## src/rtl/isr_pkg.sv

```systemverilog
package isr_pkg;

    typedef enum logic [1:0] {
        ACC_NONE   = 2'd0,
        ACC_STATUS = 2'd1,
        ACC_MASK   = 2'd2
    } acc_kind_e;

    // Mask registers start at the next power of two above the status block.
    function automatic int unsigned mask_base(input int unsigned n_grp);
        return 32'd1 << $clog2(n_grp);
    endfunction

endpackage

```

## src/rtl/isr_decode.sv

```systemverilog
module isr_decode
    import isr_pkg::*;
#(
    parameter int NUM_GRP = 3,
    parameter int ADDR_W  = 3,
    parameter int IDX_W   = 2
) (
    input  logic [ADDR_W-1:0] addr_i,
    output acc_kind_e         kind_o,
    output logic [IDX_W-1:0]  idx_o
);

    localparam int unsigned BASE = mask_base(NUM_GRP);

    always_comb begin
        int unsigned a;
        a      = 32'(addr_i);
        kind_o = ACC_NONE;
        idx_o  = '0;
        if (a < NUM_GRP) begin
            kind_o = ACC_STATUS;
            idx_o  = IDX_W'(a);
        end else if (a >= BASE && a < BASE + NUM_GRP) begin
            kind_o = ACC_MASK;
            idx_o  = IDX_W'(a - BASE);
        end
    end

endmodule

```

## src/rtl/isr_group.sv

```systemverilog
module isr_group #(
    parameter int GRP_W = 8
) (
    input  logic             clk,
    input  logic             rst_n,
    input  logic [GRP_W-1:0] ev_i,
    input  logic             rd_hit_i,
    input  logic             wr_mask_i,
    input  logic [GRP_W-1:0] wdata_i,
    output logic [GRP_W-1:0] status_o,
    output logic [GRP_W-1:0] mask_o,
    output logic             irq_o
);

    typedef struct packed {
        logic [GRP_W-1:0] status;
        logic [GRP_W-1:0] pend;
        logic [GRP_W-1:0] mask;
        logic [GRP_W-1:0] ev_q;
    } grp_st_t;

    grp_st_t st_d, st_q;

    always_comb begin
        logic [GRP_W-1:0] new_evt;
        logic [GRP_W-1:0] clr;
        st_d    = st_q;
        new_evt = ev_i & ~st_q.ev_q;
        clr     = rd_hit_i ? ~ev_i : '0;
        st_d.ev_q   = ev_i;
        st_d.status = (st_q.status & ~clr) | ev_i;
        st_d.pend   = (rd_hit_i ? '0 : st_q.pend) | new_evt;
        if (wr_mask_i) begin
            st_d.mask = wdata_i;
        end
    end

    always_ff @(posedge clk or negedge rst_n) begin
        if (!rst_n) begin
            st_q.status <= '0;
            st_q.pend   <= '0;
            st_q.mask   <= '1;
            st_q.ev_q   <= '0;
        end else begin
            st_q <= st_d;
        end
    end

    assign status_o = st_q.status;
    assign mask_o   = st_q.mask;
    assign irq_o    = |(st_q.pend & ~st_q.mask);

    // a sampled event always shows up in status
    a_r1_event_sets: assert property (@(posedge clk) disable iff (!rst_n)
        (|ev_i) |=> ((st_q.status & $past(ev_i)) == $past(ev_i)));

    // without a read nothing clears
    a_r4_sticky: assert property (@(posedge clk) disable iff (!rst_n)
        !rd_hit_i |=> ((st_q.status & $past(st_q.status)) == $past(st_q.status)));

    // an unread marker only exists on a set status bit
    a_r5_pend_in_status: assert property (@(posedge clk) disable iff (!rst_n)
        ((st_q.pend & ~st_q.status) == '0));

    // unread markers persist until a read
    a_r6_pend_held: assert property (@(posedge clk) disable iff (!rst_n)
        !rd_hit_i |=> (($past(st_q.pend) & ~st_q.pend) == '0));

    // mask changes only on its own write
    a_r8_mask_write_only: assert property (@(posedge clk) disable iff (!rst_n)
        !wr_mask_i |=> $stable(st_q.mask));

endmodule

```

## src/rtl/irq_status_unit.sv

```systemverilog
module irq_status_unit
    import isr_pkg::*;
#(
    parameter int NUM_GRP = 3,
    parameter int GRP_W   = 8,
    parameter int ADDR_W  = $clog2(mask_base(NUM_GRP) + NUM_GRP)
) (
    input  logic                     clk,
    input  logic                     rst_n,
    input  logic [NUM_GRP*GRP_W-1:0] ev_i,
    input  logic [ADDR_W-1:0]        addr_i,
    input  logic                     rd_en_i,
    input  logic                     wr_en_i,
    input  logic [GRP_W-1:0]         wdata_i,
    output logic [GRP_W-1:0]         rdata_o,
    output logic                     irq_n_o
);

    localparam int IDX_W = (NUM_GRP > 1) ? $clog2(NUM_GRP) : 1;

    acc_kind_e        kind;
    logic [IDX_W-1:0] idx;
    logic [GRP_W-1:0] stat_a [NUM_GRP];
    logic [GRP_W-1:0] mask_a [NUM_GRP];
    logic [NUM_GRP-1:0] irq_v;
    logic [NUM_GRP-1:0] rd_hit;
    logic [NUM_GRP-1:0] wr_mask;
    logic [GRP_W-1:0] rdata_d, rdata_q;

    isr_decode #(
        .NUM_GRP (NUM_GRP),
        .ADDR_W  (ADDR_W),
        .IDX_W   (IDX_W)
    ) u_dec (
        .addr_i (addr_i),
        .kind_o (kind),
        .idx_o  (idx)
    );

    for (genvar g = 0; g < NUM_GRP; g++) begin : g_grp
        assign rd_hit[g]  = rd_en_i && (kind == ACC_STATUS) && (idx == IDX_W'(g));
        assign wr_mask[g] = wr_en_i && (kind == ACC_MASK) && (idx == IDX_W'(g));

        isr_group #(.GRP_W(GRP_W)) u_grp (
            .clk       (clk),
            .rst_n     (rst_n),
            .ev_i      (ev_i[g*GRP_W +: GRP_W]),
            .rd_hit_i  (rd_hit[g]),
            .wr_mask_i (wr_mask[g]),
            .wdata_i   (wdata_i),
            .status_o  (stat_a[g]),
            .mask_o    (mask_a[g]),
            .irq_o     (irq_v[g])
        );
    end

    always_comb begin
        rdata_d = rdata_q;
        if (rd_en_i) begin
            unique case (kind)
                ACC_STATUS: rdata_d = stat_a[idx];
                ACC_MASK:   rdata_d = mask_a[idx];
                default:    rdata_d = '0;
            endcase
        end
    end

    always_ff @(posedge clk or negedge rst_n) begin
        if (!rst_n) begin
            rdata_q <= '0;
        end else begin
            rdata_q <= rdata_d;
        end
    end

    assign rdata_o = rdata_q;
    assign irq_n_o = ~|irq_v;

    // unmapped addresses read as zero
    a_r11_unmapped_zero: assert property (@(posedge clk) disable iff (!rst_n)
        (rd_en_i && kind == ACC_NONE) |=> (rdata_o == '0));

endmodule

```

## config.mk

```make
export PLATFORM = sky130hd
export DESIGN_NAME = irq_status_unit
export DESIGN_NICKNAME = d
export VERILOG_FILES = /design/src/rtl/isr_pkg.sv /design/src/rtl/isr_decode.sv /design/src/rtl/isr_group.sv /design/src/rtl/irq_status_unit.sv
export SDC_FILE = /design/constraint.sdc
export NUM_CORES = 1
export LEC_CHECK = 0
export ABC_AREA = 1
export CORE_ASPECT_RATIO = 0.9
export CORE_MARGIN = 8
export CORE_UTILIZATION = 49
export CTS_BUF_LIST = sky130_fd_sc_hd__clkbuf_8
export DETAILED_ROUTE_END_ITERATION = 8
export DONT_BUFFER_PORTS = 1
export GPL_TIMING_DRIVEN = 0
export HOLD_SLACK_MARGIN = 0.03
export PLACE_DENSITY = 0.71
export SLEW_MARGIN = 20
export SYNTH_ARGS = -nofsm -noshare
export SYNTH_HDL_FRONTEND = slang
export SYNTH_SLANG_ARGS = --single-unit
```

## constraint.sdc

```tcl
create_clock -name clk -period 2.22 [get_ports clk]
set_clock_uncertainty 0.2 [all_clocks]
set_input_delay 0.222 -clock clk [delete_from_list [all_inputs] [get_ports clk]]
set_output_delay 0.222 -clock clk [all_outputs]
set_load 0.02 [all_outputs]
```

==> qor.yml <==
status:
  status: "finished, violations left"
  violations: "hold timing"
sta:
  setup_violations: 0
  final_hold_viol_count: 104
  fin_crit_ns: 2.12
  worst_pin_slew_ns: 0.432
  rsz0062_at_grt: "no"
  period_share: 0.953
  relSlewSlack: 0.711
  slew_violations: 0
  hold-worst-slack_ns: -0.676
  max_freq_ghz: 0.473
  tns_ns: 0
worst_hold_path:
  hp-class: "input pin to asynchronous set/reset pin"
setup_path:
  slowest_delay_ns: 0.69
  cp_max_fo: 7
  worstReg2RegStart: "g_grp[1].u_grp.mask_o[4]"
  cp_common_cell: "dlygate4sd3_1"
  crit_path_start: "addr_i[0]"
  worst-r2r-setup-slack_ns: 0.89
  crit_chain: "dlygate4sd3_1 > a21oi_4 > nand2_4 > nor2_4 > dlygate4sd3_1 > nand2_1 > o21ai_0"
  cp_slowest_cell: "dlygate4sd3_1"
  r2r-end: "rdata_o[4]"
  endpoint_kind: "register"
  crit_cells: 7
  cp.required_ns: 2.33
  rr_worst_depth: 8
  critPathLaunchType: "input pin"
  arrival_ns: 2.22
  cp_top_family: "buffers and inverters"
  critPathCapture: "g_grp[1].u_grp.mask_o[6]"
  worst-path-buf-inv: 2
  crit_type: "input pin to register"
clock_tree:
  cts_tree: "yes"
  cts_hold_buffers: 43
  clock_path_buffers: 2
  cts_buffers: 9
  path_clk_slew_ns: 0.10
  cts_sinks: 104
  insertion_delay_ns: 0.38
  cts-htree-levels: 3
  cts-root-buf: "clkbuf_8"
  cts_setup_buffers: 0
synth:
  synthCells: 490
  synth_top_cell_by_area: "dfrtp_1"
  netlist_area_um2: 4440
  synth_nets: 533
  synth_cell_types: 19
  ys_seq_area_frac: 0.594
  ys_warn_count: 0
  synth.avg_cell_area_um2: 9.05
  ys_seq_elements: 104
  yosysTopAreaCellShare: 0.451
  synth_area_leaders: "dfrtp_1, dfstp_2, nand2_1"
pwr:
  p_comb_frac: 0.143
  peakVddDrop_v: 0.000477
  p_sw_frac: 0.284
  p_switching_w: 0.00113
  powerDensity_nw_per_um2: 762
  pwr-share-seq: 0.575
  power.internal_w: 0.00285
  power_w: 0.00397
  power_frac_clock: 0.282
  leakagePower_nw: 2.68
routing:
  drc: 0
  drtAntennaViolNets: 0
  wl_per_cell_um: 15.1
  drt_first_pass_iters: 4
  drt-total-wl_mm: 10.2
  vias: 3230
  vias_per_cell: 4.80
  drt_iter0_drc: 252
flow_run:
  drv_cap: 0
final_layout:
  final_core_util: 0.582
  final_layout_size_suffix_gt1_frac: 0.120
  finish.instance_area_um2: 5220
  final_nets: 587
  fillers: 804
  area_delta_synth_final_pct: 17.7
die:
  coreArea_um2: 8960
  num_rows: 33
  die_x_um: 116
  die_area_um2: 12400
  die_h_um: 106
  io-pin-count: 48
  floorplan.initialDensity: 0.495
place:
  dp_hpwl_mm: 7.42
  place_area_um2: 4590
  gp_congestion: 0.846
  port_buffers: 0
global_routing:
  grt_max_degree: 105
  antenna_found_initial: 2
  grt_pass1_vias: 3436
  grt_first_pass_wirelength_mm: 17.1
  grt_util_all_layers: 0.180
  grt_overflow: 0
## cell usage after synthesis
library cell and number:
buf_2 3, nand3_1 16, dfstp_2 24, buf_4 2, nor2_1 6, o21ai_0 46, inv_1 101, nand4_1 4
nor3_4 3, o21ai_2 2, nand2_4 1, inv_2 2, nor2_4 4, buf_6 7, o22ai_1 28, a21oi_4 1
dfrtp_1 80, nand2_1 156, ha_1 4
## stage by stage
stage,setup WS [ns],cells
2_1_floorplan,0.700,490
3_3_place_gp,0.448,612
3_5_place_dp,0.441,612
4_1_cts,0.0933,671
5_1_grt,0.0427,673
6_report,0.104,673
## layout make-up
type	instances	area (um^2)	share of cell area
multi-input cells	271	1320	0.252
clock inverters	6	50.0	0.00959
plain buffers	12	109	0.0209
well taps	122	153	0.0292
flip-flops and latches	104	2630	0.504
repair buffers	43	430	0.0825
diodes	2	5.00	0.000959
clock buffers	10	138	0.0264
inverters	103	387	0.0741
## cells by family (layout without fill, tap and decap cells)
logic type / after synthesis / in the layout / share of synthesized area
and+or+nand+nor: 190 / 190 / 0.184
buffers and inverters: 115 / 174 / 0.112
DFF: 104 / 104 / 0.594
AOI/OAI and AO/OA: 77 / 77 / 0.0990
adders and majority gates: 4 / 4 / 0.0113
other: 0 / 2 / 0
## flip-flops by register name, summed over array words and instances, names as in the netlist
name,flops
g_grp.u_grp.status_o,24
g_grp.u_grp.mask_o,24
g_grp.u_grp.st_q,48
rdata_o,8
## cell usage in the layout, fill, tap and decap left out
cell type      Yosys  final
a21oi_4            1      1
o21ai_2            2      2
o21ai_0           46     46
nand4_1            4      4
clkinvlp_4         0      1
buf_2              3      3
inv_8              0      1
inv_2              2      2
nor2_1             6      5
dfstp_2           24     24
nand3_1           16     16
nor2_4             4      5
inv_6              0      2
clkinv_4           0      1
clkinv_2           0      1
clkbuf_8           0     10
inv_1            101    101
buf_6              7      7
nand2_4            1      1
nor3_4             3      3
nand2_1          156    156
dlygate4sd3_1      0     43
ha_1               4      4
buf_4              2      2
diode_2            0      2
dfrtp_1           80     80
o22ai_1           28     28
## worst reg2reg max path: stages, from the launching register on
cell	delay (ns)
dfstp_2	0.55
inv_1	0.06
nand2_1	0.06
nand3_1	0.10
nand2_1	0.10
nand2_1	0.05
nand2_1	0.06
nand2_1	0.04
nand2_1	0.06
## metal layers
| layer | part of all wire | GRT usage | vias up |
|---|---|---|---|
| met5 | 0 | 0 | - |
| met4 | 0.020 | 0.0666 | 0 |
| met3 | 0.054 | 0.0533 | 14 |
| met2 | 0.47 | 0.274 | 70 |
| met1 | 0.45 | 0.236 | 1527 |
| li1 | - | - | 1619 |
## power by group through the flow
stage                     clock network (W)  logic, W  registers (W)
after floorplan                           0  0.000384        0.00229
after global placement                    0  0.000484        0.00231
after detailed placement                  0  0.000494        0.00232
after CTS                           0.00115  0.000570        0.00229
after global routing                0.00123  0.000652        0.00231
final                               0.00112  0.000570        0.00228
## how the worst min path moves through the flow
stage                                       endpoint  slack [ns]  cells after the start
final                         g_grp[0].u_grp.st_q[5]       -0.68                      0
after global routing                      rdata_o[7]       -0.69                      0
after CTS                                 rdata_o[2]       -0.69                      0
after detailed placement  g_grp[1].u_grp.status_o[6]       -0.27                      0
after global placement       g_grp[1].u_grp.st_q[23]       -0.27                      0
after floorplan               g_grp[0].u_grp.st_q[0]       -0.27                      0
## repair_timing
| action | in CTS | in global routing |
|---|---|---|
| resized for setup | 1 | 1 |
| setup endpoints to repair | 1 | 1 |
| hold endpoints to repair | 208 | 104 |
Power figures use the tool's default switching activity.
